## src/rtl/rsel_pkg.sv

```systemverilog
package rsel_pkg;

  typedef enum logic [2:0] {
    PH_IDLE = 3'd0,
    PH_T1   = 3'd1,
    PH_T2   = 3'd2,
    PH_T3   = 3'd3,
    PH_TW   = 3'd4,
    PH_T4   = 3'd5
  } phase_e;

  // strobes from the sequencer to the datapath
  typedef struct packed {
    logic capture;    // cycle accepted on this edge
    logic addrPhase;  // T1
    logic dataPhase;  // T2, T3, wait, T4
    logic latePhase;  // T3
    logic endPhase;   // T4
    logic active;     // any phase but idle
  } strobe_t;

endpackage

```

## src/rtl/rsel_ctrl.sv

```systemverilog
module rsel_ctrl
  import rsel_pkg::*;
(
  input  logic    clk,
  input  logic    rstN,
  input  logic    cycStart,
  input  logic    extReady,
  input  logic    hitQ,
  output phase_e  phase,
  output strobe_t strb
);

  phase_e phaseQ, phaseD;
  logic   canStart;

  assign canStart = (phaseQ == PH_IDLE) || (phaseQ == PH_T4);

  always_comb begin
    phaseD = phaseQ;
    unique case (phaseQ)
      PH_IDLE: if (cycStart) phaseD = PH_T1;
      PH_T1:   phaseD = PH_T2;
      PH_T2:   phaseD = PH_T3;
      // internal cycles never wait; ready only counts outside the window
      PH_T3:   phaseD = (hitQ || extReady) ? PH_T4 : PH_TW;
      PH_TW:   phaseD = extReady ? PH_T4 : PH_TW;
      PH_T4:   phaseD = cycStart ? PH_T1 : PH_IDLE;
      default: phaseD = PH_IDLE;
    endcase
  end

  always_ff @(posedge clk or negedge rstN) begin
    if (!rstN) phaseQ <= PH_IDLE;
    else       phaseQ <= phaseD;
  end

  always_comb begin
    strb.capture   = cycStart && canStart;
    strb.addrPhase = (phaseQ == PH_T1);
    strb.dataPhase = (phaseQ == PH_T2) || (phaseQ == PH_T3) ||
                     (phaseQ == PH_TW) || (phaseQ == PH_T4);
    strb.latePhase = (phaseQ == PH_T3);
    strb.endPhase  = (phaseQ == PH_T4);
    strb.active    = (phaseQ != PH_IDLE);
  end

  assign phase = phaseQ;

endmodule

```

## src/rtl/rsel_dpath.sv

```systemverilog
module rsel_dpath
  import rsel_pkg::*;
#(
  parameter int ADDR_W   = 20,
  parameter int DATA_W   = 16,
  parameter int WIN_LOG2 = 15
) (
  input  logic                clk,
  input  logic                rstN,
  input  logic                disPinN,
  input  logic                showPinN,
  input  logic                cfgWrEn,
  input  logic [DATA_W-1:0]   cfgWrData,
  output logic [DATA_W-1:0]   cfgRdData,
  input  strobe_t             strb,
  input  logic [ADDR_W-1:0]   cycAddr,
  input  logic                cycWrite,
  input  logic [DATA_W-1:0]   wrData,
  input  logic [DATA_W-1:0]   ramRdData,
  input  logic [DATA_W-1:0]   extRdData,
  output logic                hitQ,
  output logic                intSel,
  output logic [WIN_LOG2-1:0] ramAddr,
  output logic                ramWrEn,
  output logic                rdValid,
  output logic [DATA_W-1:0]   rdData,
  output logic [DATA_W-1:0]   adOut,
  output logic                adOe
);

  localparam int BASE_W = ADDR_W - WIN_LOG2;
  localparam int RSV_W  = DATA_W - BASE_W - 2;
  localparam int LAT_W  = (DATA_W > WIN_LOG2) ? DATA_W : WIN_LOG2;

  // configuration register
  logic [BASE_W-1:0] baseQ;
  logic              showBitQ, enBitQ;
  // reset-sampled debug overrides
  logic              disForcedQ, showForcedQ;
  logic              enEff, showEff;

  always_ff @(posedge clk or negedge rstN) begin
    if (!rstN) begin
      baseQ    <= '0;
      showBitQ <= 1'b0;
      enBitQ   <= 1'b0;
    end else if (cfgWrEn) begin
      baseQ    <= cfgWrData[DATA_W-1 -: BASE_W];
      showBitQ <= cfgWrData[1];
      enBitQ   <= cfgWrData[0];
    end
  end

  always_ff @(posedge clk) begin
    if (!rstN) begin
      disForcedQ  <= !disPinN;
      showForcedQ <= !showPinN;
    end
  end

  assign enEff   = enBitQ && !disForcedQ;
  assign showEff = showBitQ || showForcedQ;
  assign cfgRdData = {baseQ, {RSV_W{1'b0}}, showBitQ, enBitQ};

  // per-cycle capture
  logic [LAT_W-1:0]  addrQ;
  logic [DATA_W-1:0] wrDataQ;
  logic              writeQ, showQ;
  logic              hitNow;

  assign hitNow = enEff && (cycAddr[ADDR_W-1 -: BASE_W] == baseQ);

  always_ff @(posedge clk or negedge rstN) begin
    if (!rstN) begin
      addrQ   <= '0;
      wrDataQ <= '0;
      writeQ  <= 1'b0;
      hitQ    <= 1'b0;
      showQ   <= 1'b0;
    end else if (strb.capture) begin
      addrQ   <= cycAddr[LAT_W-1:0];
      wrDataQ <= wrData;
      writeQ  <= cycWrite;
      hitQ    <= hitNow;
      showQ   <= showEff;
    end
  end

  // bus-side outputs
  logic showDrive, wrDrive;

  assign showDrive = !writeQ && hitQ && showQ && strb.latePhase;
  assign wrDrive   = writeQ && strb.dataPhase;

  assign intSel  = hitQ && strb.active;
  assign ramAddr = addrQ[WIN_LOG2-1:0];
  assign ramWrEn = hitQ && writeQ && strb.endPhase;
  assign rdValid = !writeQ && strb.endPhase;
  assign rdData  = hitQ ? ramRdData : extRdData;
  assign adOe    = strb.addrPhase || wrDrive || showDrive;

  always_comb begin
    if (strb.addrPhase)  adOut = addrQ[DATA_W-1:0];
    else if (wrDrive)    adOut = wrDataQ;
    else if (showDrive)  adOut = ramRdData;
    else                 adOut = '0;
  end

endmodule

```

## src/rtl/ram_sel_top.sv

```systemverilog
module ram_sel_top
  import rsel_pkg::*;
#(
  parameter int ADDR_W   = 20,
  parameter int DATA_W   = 16,
  parameter int WIN_LOG2 = 15
) (
  input  logic                clk,
  input  logic                rstN,
  input  logic                disPinN,
  input  logic                showPinN,
  input  logic                cfgWrEn,
  input  logic [DATA_W-1:0]   cfgWrData,
  output logic [DATA_W-1:0]   cfgRdData,
  input  logic                cycStart,
  input  logic [ADDR_W-1:0]   cycAddr,
  input  logic                cycWrite,
  input  logic [DATA_W-1:0]   wrData,
  input  logic                extReady,
  input  logic [DATA_W-1:0]   ramRdData,
  input  logic [DATA_W-1:0]   extRdData,
  output logic [2:0]          busState,
  output logic                intSel,
  output logic [WIN_LOG2-1:0] ramAddr,
  output logic                ramWrEn,
  output logic                rdValid,
  output logic [DATA_W-1:0]   rdData,
  output logic [DATA_W-1:0]   adOut,
  output logic                adOe
);

  strobe_t strb;
  phase_e  phase;
  logic    hitQ;

  rsel_ctrl ctrl_i (
    .clk      (clk),
    .rstN     (rstN),
    .cycStart (cycStart),
    .extReady (extReady),
    .hitQ     (hitQ),
    .phase    (phase),
    .strb     (strb)
  );

  rsel_dpath #(
    .ADDR_W   (ADDR_W),
    .DATA_W   (DATA_W),
    .WIN_LOG2 (WIN_LOG2)
  ) dpath_i (
    .clk       (clk),
    .rstN      (rstN),
    .disPinN   (disPinN),
    .showPinN  (showPinN),
    .cfgWrEn   (cfgWrEn),
    .cfgWrData (cfgWrData),
    .cfgRdData (cfgRdData),
    .strb      (strb),
    .cycAddr   (cycAddr),
    .cycWrite  (cycWrite),
    .wrData    (wrData),
    .ramRdData (ramRdData),
    .extRdData (extRdData),
    .hitQ      (hitQ),
    .intSel    (intSel),
    .ramAddr   (ramAddr),
    .ramWrEn   (ramWrEn),
    .rdValid   (rdValid),
    .rdData    (rdData),
    .adOut     (adOut),
    .adOe      (adOe)
  );

  assign busState = phase;

endmodule

```

## config.mk

```make
export PLATFORM = sky130hd
export DESIGN_NAME = ram_sel_top
export DESIGN_NICKNAME = d
export VERILOG_FILES = /design/src/rtl/rsel_pkg.sv /design/src/rtl/rsel_ctrl.sv /design/src/rtl/rsel_dpath.sv /design/src/rtl/ram_sel_top.sv
export SDC_FILE = /design/constraint.sdc
export NUM_CORES = 1
export LEC_CHECK = 0
export ABC_AREA = 1
export BUFFER_PORTS_ARGS = -buffer_cell sky130_fd_sc_hd__buf_2
export CAP_MARGIN = 20
export CELL_PAD_IN_SITES_DETAIL_PLACEMENT = 1
export CELL_PAD_IN_SITES_GLOBAL_PLACEMENT = 1
export CORE_MARGIN = 2
export CORE_UTILIZATION = 29
export CTS_CLUSTER_DIAMETER = 120
export CTS_CLUSTER_SIZE = 8
export DETAILED_ROUTE_END_ITERATION = 10
export PLACE_DENSITY = 0.8
export SLEW_MARGIN = 5
export SYNTH_ARGS = -nofsm -noshare
export SYNTH_HDL_FRONTEND = slang
export SYNTH_SLANG_ARGS = --single-unit
```

## constraint.sdc

```tcl
create_clock -name clk -period 1.8 [get_ports clk]
set_clock_uncertainty 0.2 [all_clocks]
set_input_delay 0.09 -clock clk [delete_from_list [all_inputs] [get_ports clk]]
set_output_delay 0.09 -clock clk [all_outputs]
set_load 0.05 [all_outputs]
```

After elaboration in Yosys (flattened, before gate mapping):

Cells that the tools add are included.

* latch bits: 0
* bits in writable memories: 0
* input bits: 92
* memories: 0
* logic and storage cells: 52
* bits in registers: 47
* bits in read-only memories: 0
* output and inout bits: 70

* $mul: 0
* div/mod/pow operators: 0
* multiplexer cells: 9
* bitwise gates (word level): 0
* $add $sub $neg: 0
* $lt $le $gt $ge: 0
* eq/ne operators: 7
* shifts and indexed selects: 0
* reduce and logical (&&, ||, !) cells: 25

Operators with widths (count)
* two-way mux 16 bit: 4
* case mux 3 bit (6 select lines): 1
* logical AND 1 bit: 11
* logical OR 1 bit: 8
* equality test 3 x 2 -> 1 bit (second input constant): 2
* equality test 3 bit (second input constant): 2
* equality test 5 bit: 1
* zero test 1 bit: 4
* equality test 3 x 1 -> 1 bit (second input constant): 1
* zero test 3 bit: 1
* two-way mux 1 bit: 3
* two-way mux 3 bit: 1
* nonzero test 3 bit: 1
* != test 2 bit (second input constant): 1

Logic depth before layout (Yosys ltp):

Gate-level depths: netlist (run 1).

* word-level depth: 7
* gate-level depth with buffers: 8
* gate-level depth less buffers: 8

Cells and area by module:

A second synthesis (run 1) with hierarchy kept.

* cells, all modules: 401
* area, all modules: 2735.1 µm²

By module, submodules not included
* rsel_dpath: area each 2541.2 µm², cells each 369, times used 1, sequential area each 1111.1 µm²
* rsel_ctrl: area each 193.9 µm², cells each 32, times used 1, sequential area each 75.1 µm²

Least setup slack after synthesis (run 1):

OpenSTA, ideal clock, no wires.

* path kind: flip-flop to output port
* from: register ctrl_i.phaseQ[2], in the netlist ctrl_i.phase[2]
* to: output port ramWrEn
* setup slack: -0.565 ns
* path buffers: 0
* cell stages (with the launch flop): 3
* required time: 1.510 ns
* arrival time: 2.075 ns
* path through: dfrtp_1 -> nand3_1 -> nor3_1

* word-level cells in the longest chain between the ends: 2

RTL lines
* start: declaration: line rsel_ctrl.sv:13 `phase_e phaseQ, phaseD;`
* start signal: assignment: line rsel_ctrl.sv:34 `else phaseQ <= phaseD;`
* equality test 3 bit: line rsel_ctrl.sv:43 `strb.endPhase = (phaseQ == PH_T4);`
* logical AND 1 bit: line rsel_dpath.sv:97 `assign ramWrEn = hitQ && writeQ && strb.endPhase;`
* end: declaration: line ram_sel_top.sv:25 `output logic ramWrEn,`

Every way passes these cells.

Worst setup path after layout (run 1):

* from: register ctrl_i.phaseQ[1], in the netlist ctrl_i.phase[1]
* to: output port adOut[10]

* word-level cells in the longest chain between the ends: 7
* elaborated cells between the ends (all ways): 13
* those cells by class: eq/ne (5); mux (3); reduce/logical (5)

RTL lines
* equality test 3 x 2 -> 1 bit (on tied branches): line rsel_ctrl.sv:40, rsel_ctrl.sv:42
* logical OR 1 bit (2 in a row): line rsel_ctrl.sv:40 `strb.dataPhase = (phaseQ == PH_T2) || (phaseQ == PH_T3) ||`
* logical OR 1 bit: line rsel_ctrl.sv:41 `(phaseQ == PH_TW) || (phaseQ == PH_T4);`
* logical AND 1 bit: line rsel_dpath.sv:93 `assign wrDrive = writeQ && strb.dataPhase;`
* two-way mux 16 bit: line rsel_dpath.sv:104 `else if (wrDrive) adOut = wrDataQ;`
* two-way mux 16 bit (*): line rsel_dpath.sv:103 `if (strb.addrPhase) adOut = addrQ[DATA_W-1:0];`
* end: declaration: line ram_sel_top.sv:28 `output logic [DATA_W-1:0] adOut,`

Every way passes the cells marked *; elsewhere a longest branch is shown, timed or not.

==> run_results.csv, run 1 <==
group,metric,value,unit
status,status,"finished, violations left",
status,violations,"setup timing",
floorplanning,die-area,10010,sq um
setup_path,critPathLaunchType,"flip-flop",
setup_path,worstReg2RegStart,"ctrl_i.phase[1]",
yosys,synth_edf_count,2,
timing,rsz0062_at_grt,"true",
clock_network,cts.htree.levels,2,
yosys,synth-compound-area-share,11.27,%
cells_and_area,syn2layout_area_growth,61.69,%
floorplanning,row_count,35,
setup_path,end_kind,"output port",
yosys,synth-simple-area-share,27.83,%
timing,fin_crit_sh,111.3,%
setup_path,worstPathRequired,1510,ps
place,place_area,3492,sq um
setup_path,rr_worst_depth,8,
route,route.met2.wl,5837,microns
global_routing,antenna_found_initial,0,
yosys,ys_ff_latch,47,
min_path,hold_path.class,"input pin to flip-flop",
global_routing,grt.total_usage,21.11,%
global_routing,grt_start_max_net_pins,46,
route,first_pass_iters,4,
yosys,synth_mux_area_share,0.4210,%
route,vias_per_cell,4.625,
clock_network,cts_buffer_depth,2,
clock_network,clockRootBuffer,"clkbuf_8",
job,drv_cap,0,
yosys,synthCells,367,
floorplanning,core,9109,sq um
timing,max_freq,499.3,MHz
timing,hold_viol,0,
timing,period_needed,2003,ps
timing,worst_slew_pin_slew,621.5,ps
setup_path,path_max_fanout,8,
yosys,syn_area,2675,sq um
global_routing,overflow,0,
setup_path,path_class,"flip-flop to output port",
timing,setup_viol,19,
setup_path,startpoint,"ctrl_i.phase[1]",
yosys,avgSynthCellArea,7.289,sq um
clock_network,clock-sinks,47,
timing,finalMaxSlewViolations,0,
floorplanning,die_y,100.0,microns
route,dr.max_layer_used,"met4",
yosys,synth.area.top_cells,"dfrtp_1 42%, nand2_1 22%, buf_4 8.4%",
yosys,synth-xor-area-share,0,%
floorplanning,ioPinCount,162,
yosys,synth-main-ff-cell,"dfrtp_1",
clock_network,cts_tree,"built",
route,met3_length,422,microns
clock_network,clk_pin_slew,90,ps
setup_path,r2r_end,"dpath_i.addrQ[13]",
global_routing,grt_pass1_wl,16560,microns
setup_path,r2r_slack,40,ps
timing,setup_tns,-2789,ps
setup_path,max_stage_delay,450,ps
yosys,synth_cell_types,23,
cells_and_area,fill_cells,1155,
yosys,ys.warnings.count,0,
pwr,leakage,2.312,nW
cells_and_area,final_cell_mix,"144 x nand2_1, 123 x buf_2, 53 x dlygate4sd3_1, 42 x dfrtp_1, 35 x inv_1",
route,vias,3099,
global_routing,grt_pass1_vias,3407,
clock_network,cts_buffers,5,
yosys,yosysTopAreaCell,"dfrtp_1",
pwr,power_density,1578,nW/um^2
cells_and_area,layout_commonest_cell,"nand2_1",
timing,relSlewSlack,58.57,%
setup_path,cp_slowest_cell,"dfrtp_2",
timing,fin_ws,-202.9,ps
cells_and_area,final_layout_size_suffix_gt1_share,36.14,%
yosys,synthAdderAreaFrac,0,%
floorplanning,die_x,100.0,microns
place,gp_congestion,0.7875,
yosys,synth_top_family_by_area,"simple AND/OR/NAND/NOR gates",
place,numPortBuffers,143,
floorplanning,initial_utilization,29.37,%
setup_path,critical_path_arrival,1710,ps
yosys,async_flop_share,95.74,%
cells_and_area,stdcell_area,4325,sq um
route,wl_per_cell,15.88,microns
clock_network,insertion_delay,300,ps
place,dp.final_hpwl,6873,microns
setup_path,path_cells,"inv_2, nand2_2, a21oi_4, buf_12, nand2_1, o211ai_1, buf_4",
cells_and_area,antenna_cells,0,
setup_path,crit_end,"adOut[10]",
route,drc,0,
route,drt-met1-wl,4160,microns
yosys,synth_top_area_share,42.10,%
route,drtAntennaViolNets,0,
cells_and_area,finalNetCount,650,
yosys,seq_area_frac_synth,44.34,%
route,drt_iter0_markers,66,
route,wirelength,10640,microns
pwr,ir_drop,490.8,uV
[worst max-delay path, delay by kind of cell, from the launching register on]
kind	cells	cell delay (ps)
AOI/OAI and AO/OA	2	310
and+or+nand+nor	2	140
buffers and inverters	3	490
DFF	1	450
[what timing repair did]
item	CTS	global route
cloned	1	0
hold buffers	53	0
endpoints found under the hold margin	91	0
resized for setup	28	26
pin swaps	1	3
setup endpoints to repair	38	61
setup buffers	5	0
[report_power, final]
part | leakage [nW] | internal [mW] | switching, mW | total (mW)
clock network | 0.0477 | 0.267 | 0.376 | 0.643
registers | 0.572 | 1.49 | 0.298 | 1.79
logic | 1.69 | 1.34 | 3.05 | 4.40
total | 2.31 | 3.10 | 3.73 | 6.83
[per-layer routing]
| layer | global-route usage [%] | vias to the layer above |
|---|---|---|
| met1 | 23.64 | 1490 |
| met3 | 1.950 | 16 |
| li1 | - | 1497 |
| met5 | 0 | - |
| met2 | 41.11 | 96 |
| met4 | 7.798 | 0 |
[final cells by class]
class	instances	area, sq um	area share [%]
multi-input combinational	248	1191	27.54
timing repair buffer	217	1573	36.36
clock inverter	3	15.01	0.3471
sequential	47	1190	27.51
tap	111	138.9	3.211
inverter	39	148.9	3.442
clock buffer	5	68.82	1.591
[state kept, by name, indices dropped and copies added (netlist names)]
signal / flops
dpath_i.hitQ: 1
dpath_i.enBitQ: 1
dpath_i.showQ: 1
dpath_i.addrQ: 16
dpath_i.showForcedQ: 1
dpath_i.disForcedQ: 1
dpath_i.baseQ: 5
dpath_i.showBitQ: 1
dpath_i.writeQ: 1
ctrl_i.phase: 3
dpath_i.wrDataQ: 16
[synth_stat cells, types with 2 or more instances]
library cell	instances
buf_4	30
o21ai_0	28
nor2_1	9
buf_2	6
o211ai_1	16
inv_1	38
dfrtp_1	45
edfxtp_1	2
nand2_1	157
nand3_1	20
a21oi_1	2
clkbuf_1	3
[stage by stage]
stage          worst slack [ps]  std cells  utilization, %  total power, mW  hold slack [ps]
2_1_floorplan            -261.9        375               -            4.729           -405.6
3_3_place_gp              31.75        604           38.34            5.518            95.35
3_5_place_dp             -44.01        604           38.34            5.626            106.4
4_1_cts                  -234.1        671           46.81            6.740            12.24
5_1_grt                  -287.6        670           47.49            7.229            74.38
6_report                 -202.9        670           47.49            6.827            11.15
[worst min path at each step]
stage,startpoint,to,cells past startpoint
global route,cycAddr[18],dpath_i.hitQ,6
floorplan,rstN,ctrl_i.phase[0],0
global placement,rstN,dpath_i.baseQ[0],2
CTS,cycAddr[18],dpath_i.hitQ,6
finish,cycAddr[18],dpath_i.hitQ,6
detailed placement,rstN,dpath_i.baseQ[3],2
[kinds of logic (layout without fill, tap and decap cells)]
family,count (synthesis),after routing
multiplexers,1,1
AND/OR/NAND/NOR,189,189
buffers and inverters,80,264
other,1,9
AO/OA/AOI/OAI,49,49
flip-flops,47,47
(Power assumes the default switching activity.)
==> run 2: changes to the inputs <==
--- a/config.mk
+++ b/config.mk
@@ -5,17 +5,16 @@
 export SDC_FILE = /design/constraint.sdc
 export NUM_CORES = 1
 export LEC_CHECK = 0
-export ABC_AREA = 1
 export BUFFER_PORTS_ARGS = -buffer_cell sky130_fd_sc_hd__buf_2
 export CAP_MARGIN = 20
 export CELL_PAD_IN_SITES_DETAIL_PLACEMENT = 1
 export CELL_PAD_IN_SITES_GLOBAL_PLACEMENT = 1
 export CORE_MARGIN = 2
-export CORE_UTILIZATION = 29
+export CORE_UTILIZATION = 32
 export CTS_CLUSTER_DIAMETER = 120
 export CTS_CLUSTER_SIZE = 8
 export DETAILED_ROUTE_END_ITERATION = 10
-export PLACE_DENSITY = 0.8
+export PLACE_DENSITY = 0.81
 export SLEW_MARGIN = 5
 export SYNTH_ARGS = -nofsm -noshare
 export SYNTH_HDL_FRONTEND = slang
==> run_results.csv, run 2 <==
group,metric,value,unit
status,status,"finished, violations left",
status,violations,"setup timing",
setup_path,crit_cells,6,
global_routing,grt_pass1_wl,18050,microns
timing,finalMaxSlewViolations,0,
route,drtAntennaViolNets,0,
clock_network,clock-sinks,47,
setup_path,max_stage_delay,460,ps
global_routing,grt_start_max_net_pins,46,
setup_path,critical_path_arrival,1910,ps
yosys,ys.warnings.count,0,
yosys,synth-simple-area-share,8.416,%
yosys,async_flop_share,95.74,%
yosys,seq_area_frac_synth,44.57,%
global_routing,grt.total_usage,27.09,%
timing,period_needed,2202,ps
timing,hold_viol,0,
floorplanning,die_x,95.20,microns
global_routing,overflow,0,
cells_and_area,stdcell_area,5365,sq um
floorplanning,die-area,9062,sq um
yosys,synth_most_common_cell,"mux2_2",
setup_path,crit_end,"adOut[10]",
yosys,synth_mux_area_share,24.49,%
setup_path,path_buf_inv,4,
clock_network,clk_pin_slew,120,ps
global_routing,grt_pass1_vias,3155,
timing,worst_slew_pin_slew,616.6,ps
yosys,synth_edf_count,2,
pwr,power_density,1828,nW/um^2
yosys,synthCells,218,
setup_path,cp_slowest_cell,"dfrtp_2",
yosys,synth_top_family_by_area,"multiplexers",
yosys,synth-compound-area-share,8.557,%
timing,max_freq,454.0,MHz
route,drt_iter0_markers,99,
place,place_area,3505,sq um
setup_path,rr_worst_depth,9,
yosys,synth-xor-area-share,2.915,%
timing,fin_crit_sh,122.4,%
route,wirelength,13630,microns
cells_and_area,layout_commonest_cell,"buf_2",
floorplanning,die_y,95.20,microns
yosys,yosysTopAreaCell,"dfrtp_1",
yosys,synth_commonest_cells,"54 x mux2_2, 45 x dfrtp_1, 32 x buf_4",
pwr,p_total,9.809,mW
global_routing,antenna_found_initial,2,
setup_path,startpoint,"ctrl_i.phase[2]",
cells_and_area,reg_top3,"dpath_i.addrQ: 16 flops, dpath_i.wrDataQ: 16 flops, dpath_i.baseQ: 5 flops",
route,vias,2814,
clock_network,cts_buffers,5,
timing,setup_viol,69,
cells_and_area,syn2layout_area_growth,101.6,%
place,dp.final_hpwl,6261,microns
setup_path,worstReg2RegStart,"ctrl_i.phase[2]",
clock_network,cts.htree.levels,2,
place,numPortBuffers,143,
yosys,synthAdderAreaFrac,0,%
route,wl_per_cell,24.74,microns
setup_path,worstPathRequired,1510,ps
min_path,hold_path.class,"input pin to flip-flop",
setup_path,critPathLaunchType,"flip-flop",
clock_network,cts_buffer_depth,2,
cells_and_area,final_layout_size_suffix_gt1_share,67.80,%
setup_path,critical-path-top-delay-family,"buffers and inverters",
yosys,avgSynthCellArea,12.21,sq um
job,drv_cap,0,
place,gp_congestion,0.7490,
pwr,ir_drop,888.7,uV
floorplanning,initial_utilization,32.72,%
route,vias_per_cell,5.107,
setup_path,path_cells,"buf_12, nor4b_4, buf_4, clkbuf_16, a221o_2, buf_8",
route,first_pass_iters,4,
timing,relSlewSlack,58.89,%
cells_and_area,final_cell_mix,"107 x buf_2, 55 x dlygate4sd3_1, 49 x mux2_4, 42 x dfrtp_1, 28 x buf_8",
setup_path,path_max_fanout,6,
yosys,synth.area.top_cells,"dfrtp_1 42%, mux2_2 23%, buf_4 9.0%",
timing,rsz0062_at_grt,"true",
setup_path,path_class,"flip-flop to output port",
pwr,leakage,2.579,nW
yosys,synth-main-ff-cell,"dfrtp_1",
setup_path,r2r_slack,-380,ps
timing,fin_ws,-402.4,ps
yosys,synth_top_area_share,42.31,%
yosys,synth_cell_types,37,
floorplanning,ioPinCount,162,
setup_path,r2r_end,"dpath_i.addrQ[3]",
setup_path,end_kind,"output port",
cells_and_area,finalNetCount,532,
clock_network,clockRootBuffer,"clkbuf_8",
floorplanning,core,8134,sq um
floorplanning,row_count,33,
clock_network,insertion_delay,320,ps
yosys,syn_area,2661,sq um
route,drc,0,
yosys,ys_ff_latch,47,
clock_network,cts_tree,"built",
run 2: routing by layer:
layer  wire length (microns)  part of all wire (%)  GRT usage (%)
met5                       0                     0              0
met4                     459                   3.4          9.541
met3                     418                   3.1          3.478
met2                    7807                    57          51.94
met1                    4946                    36          30.37
run 2: layout make-up:
cell class                 instances  area (sq um)
fill                             821          2769
timing repair buffer             247          2260
multi-input combinational        135          1617
sequential                        47          1190
tap                              105         131.4
clock inverter                     3         71.32
clock buffer                       5         68.82
inverter                           4         15.01
antenna                            5         12.51
run 2: tightest hold or removal path: stages:
cell and delay (ps):
buf_2 130, nand2b_4 90, buf_4 140, o41ai_4 80
run 2: report_power, final:
group	internal (mW)	switching [mW]
Sequential	1.52	0.428
Clock	0.565	0.436
Combinational	3.13	3.73
Total	5.22	4.59
run 2: kinds of logic after synthesis:
group | Yosys count
mux | 58
buf+inv | 45
xor+xnor | 8
compound gates | 26
flops | 47
simple gates | 33
other cells | 1
run 2: stage by stage:
step           TNS (ps)  std cells  util, %  hold slack (ps)  setup slack, ps
4_1_cts          -11560        541    62.96            14.62           -321.6
5_1_grt          -19010        548    65.87            62.29           -485.4
2_1_floorplan     -3669        226        -           -405.6           -153.9
3_3_place_gp      -8331        450    43.09            99.98           -401.4
3_5_place_dp      -9457        450    43.09            104.1           -454.7
6_report         -16940        551    65.96            51.95           -402.4
run 2: repair_timing:
item                                    CTS  global route
endpoints found under the setup margin   68            70
hold buffers                             55             0
gates resized for setup                 151            66
gates cloned                              8             2
pin swaps                                14            11
hold endpoints to repair                 91             0
setup buffers                            22            13
run 2: worst min-delay path by stage:
stage / end / slack (ps) / depth (start not counted) / start
floorplan: ctrl_i.phase[0] / -410 / 0 / rstN
global placement: dpath_i.wrDataQ[3] / 100 / 2 / rstN
detailed placement: dpath_i.wrDataQ[3] / 100 / 2 / rstN
CTS: dpath_i.showQ / 10 / 4 / cycStart
global route: dpath_i.hitQ / 60 / 4 / cycStart
finish: dpath_i.hitQ / 50 / 4 / cycStart
==> run 3: changes to the inputs <==
==> constraint.sdc (replaced) <==
create_clock -name clk -period 2.5 [get_ports clk]
set_clock_uncertainty 0.2 [all_clocks]
set_input_delay 0.125 -clock clk [delete_from_list [all_inputs] [get_ports clk]]
set_output_delay 0.125 -clock clk [all_outputs]
set_load 0.05 [all_outputs]
==> run_results.csv, run 3 (same netlist as run 2, synthesis figures left out) <==
group,metric,value,unit
pwr,ir_drop,366.8,uV
min_path,hold_path.class,"input pin to flip-flop",
route,drtAntennaViolNets,0,
place,post-place-ws,162.2,ps
clock_network,clk_pin_slew,80,ps
cells_and_area,final_cell_mix,"143 x buf_2, 54 x mux2_2, 46 x dlygate4sd3_1, 44 x dfrtp_1",
cells_and_area,regArea,1187,sq um
floorplanning,ioPinCount,162,
timing,finalMaxSlewViolations,0,
global_routing,grt_start_max_net_pins,46,
clock_network,cts_setup_buffers,0,
pwr,clkPwrFrac,9.8,%
floorplanning,die_y,95.20,microns
cells_and_area,final_layout_size_suffix_gt1_share,57.14,%
floorplanning,row_count,33,
setup_path,end_kind,"output port",
clock_network,cts.htree.levels,2,
clock_network,cts_buffer_depth,2,
clock_network,cts_buffers,5,
cells_and_area,layout_commonest_cell,"buf_2",
cells_and_area,fill_cells,942,
setup_path,r2r_slack,360,ps
floorplanning,die-area,9062,sq um
pwr,leakage,1.923,nW
route,vias_per_cell,4.863,
place,placed_cells,443,
route,drc,0,
timing,setup_viol,0,
clock_network,clock-sinks,47,
timing,fin_ws,189.3,ps
route,wl_per_cell,17.54,microns
timing,setup_tns,0,ps
route,drt_iter0_markers,60,
setup_path,worstPathRequired,2170,ps
pwr,combinationalPowerShare,63.2,%
global_routing,grt_pass1_wl,13180,microns
place,numPortBuffers,143,
status,status,"completed",
cells_and_area,finalNetCount,483,
timing,max_freq,432.8,MHz
clock_network,insertion_delay,290,ps
cells_and_area,syn2layout_area_growth,47.72,%
pwr,power_density,1257,nW/um^2
route,vias,2417,
cells_and_area,reg_top3,"dpath_i.addrQ: 16 flops, dpath_i.wrDataQ: 16 flops, dpath_i.baseQ: 5 flops",
timing,rsz0062_at_grt,"false",
floorplanning,die_x,95.20,microns
setup_path,critical_path_arrival,1990,ps
timing,relSlewSlack,52.14,%
global_routing,grt.total_usage,19.03,%
min_path,min_path_cells,2,
floorplanning,initial_utilization,32.72,%
global_routing,overflow,0,
clock_network,cts_tree,"built",
timing,fin_crit_sh,92.43,%
cells_and_area,multiInputGateArea,1239,sq um
place,dp.final_hpwl,6072,microns
pwr,p_int,2.320,mW
job,drv_cap,0,
timing,period_needed,2311,ps
setup_path,rr_worst_depth,4,
pwr,switching_share,53.05,%
cells_and_area,antenna_cells,0,
cells_and_area,finalNonFillerCells,497,
global_routing,antenna_found_initial,0,
global_routing,grt_pass1_vias,2590,
clock_network,clockRootBuffer,"clkbuf_8",
pwr,seqPwrFrac,27.0,%
route,wirelength,8718,microns
setup_path,path_max_fanout,16,
floorplanning,core,8134,sq um
pwr,switchingPower,2.621,mW
setup_path,critPathLaunchType,"flip-flop",
route,first_pass_iters,4,
timing,worst_slew_pin_slew,717.4,ps
timing,hold_viol,0,
setup_path,path_class,"flip-flop to output port",
pwr,p_total,4.941,mW
place,gp_congestion,0.7159,
-- run 3: cell types whose count changed in the layout (fill, tap and decap cells not counted), sizes merged --
cell / previous run / this run
clkinv: 0 / 1
buf: 190 / 153
diode: 5 / 0
xor2: 3 / 2
dlygate4sd3: 55 / 46
inv: 5 / 4
bufinv: 2 / 0
-- run 3: final timing paths --
kind,to,from
setup / recovery,adOut[2],ctrl_i.phase[2]
hold / removal,dpath_i.baseQ[0],cfgWrEn
setup reg to reg,dpath_i.hitQ,ctrl_i.phase[1]
hold reg to reg,dpath_i.wrDataQ[4],dpath_i.wrDataQ[4]
max in group asynchronous,ctrl_i.phase[0],rstN
min in group asynchronous,dpath_i.wrDataQ[4],rstN
-- run 3: metal layers --
metal	global-route usage [%]	wire (microns)	part of all wire, %
met1	21.54	3291	38
met2	35.45	4879	56
met3	3.478	362	4.2
met4	6.763	184	2.1
met5	0	0	0
-- run 3: final cells by class --
class	count	area share, %
multi-input cells	134	31.51
clock buffers	7	2.196
flip-flops and latches	47	30.20
well taps	105	3.342
inverters	4	0.3819
repair buffers	199	32.15
clock inverters	1	0.2228
-- run 3: power groups by stage --
| stage | Combinational [mW] | Clock, mW | Sequential [mW] |
|---|---|---|---|
| after floorplan | 2.49 | 0 | 1.36 |
| after global placement | 2.99 | 0 | 1.32 |
| after detailed placement | 3.07 | 0 | 1.34 |
| after CTS | 3.13 | 0.501 | 1.33 |
| after global routing | 3.27 | 0.530 | 1.39 |
| final | 3.12 | 0.483 | 1.33 |
-- run 3: what timing repair did --
item / 4_1_cts / 5_1_grt
hold buffers: 46 / 0
pin swaps: 0 / 0
endpoints found under the setup margin: 16 / 12
hold endpoints to repair: 91 / 0
gates cloned: 0 / 0
resized for setup: 1 / 1
-- run 3: worst max-delay path, cell delays in order, from the launching register on --
cell	delay, ps
dfrtp_1	410
xor2_2	610
and3_1	290
a221o_1	120
buf_2	260
-- run 3: metrics by stage --
step	area [sq um]	util [%]	hold slack, ps
finish	3931	48.33	18.19
detailed placement	3367	41.39	78.92
CTS	3930	48.32	0.9834
floorplan	2703	-	-370.6
global route	3931	48.33	24.23
global placement	3367	41.39	69.37
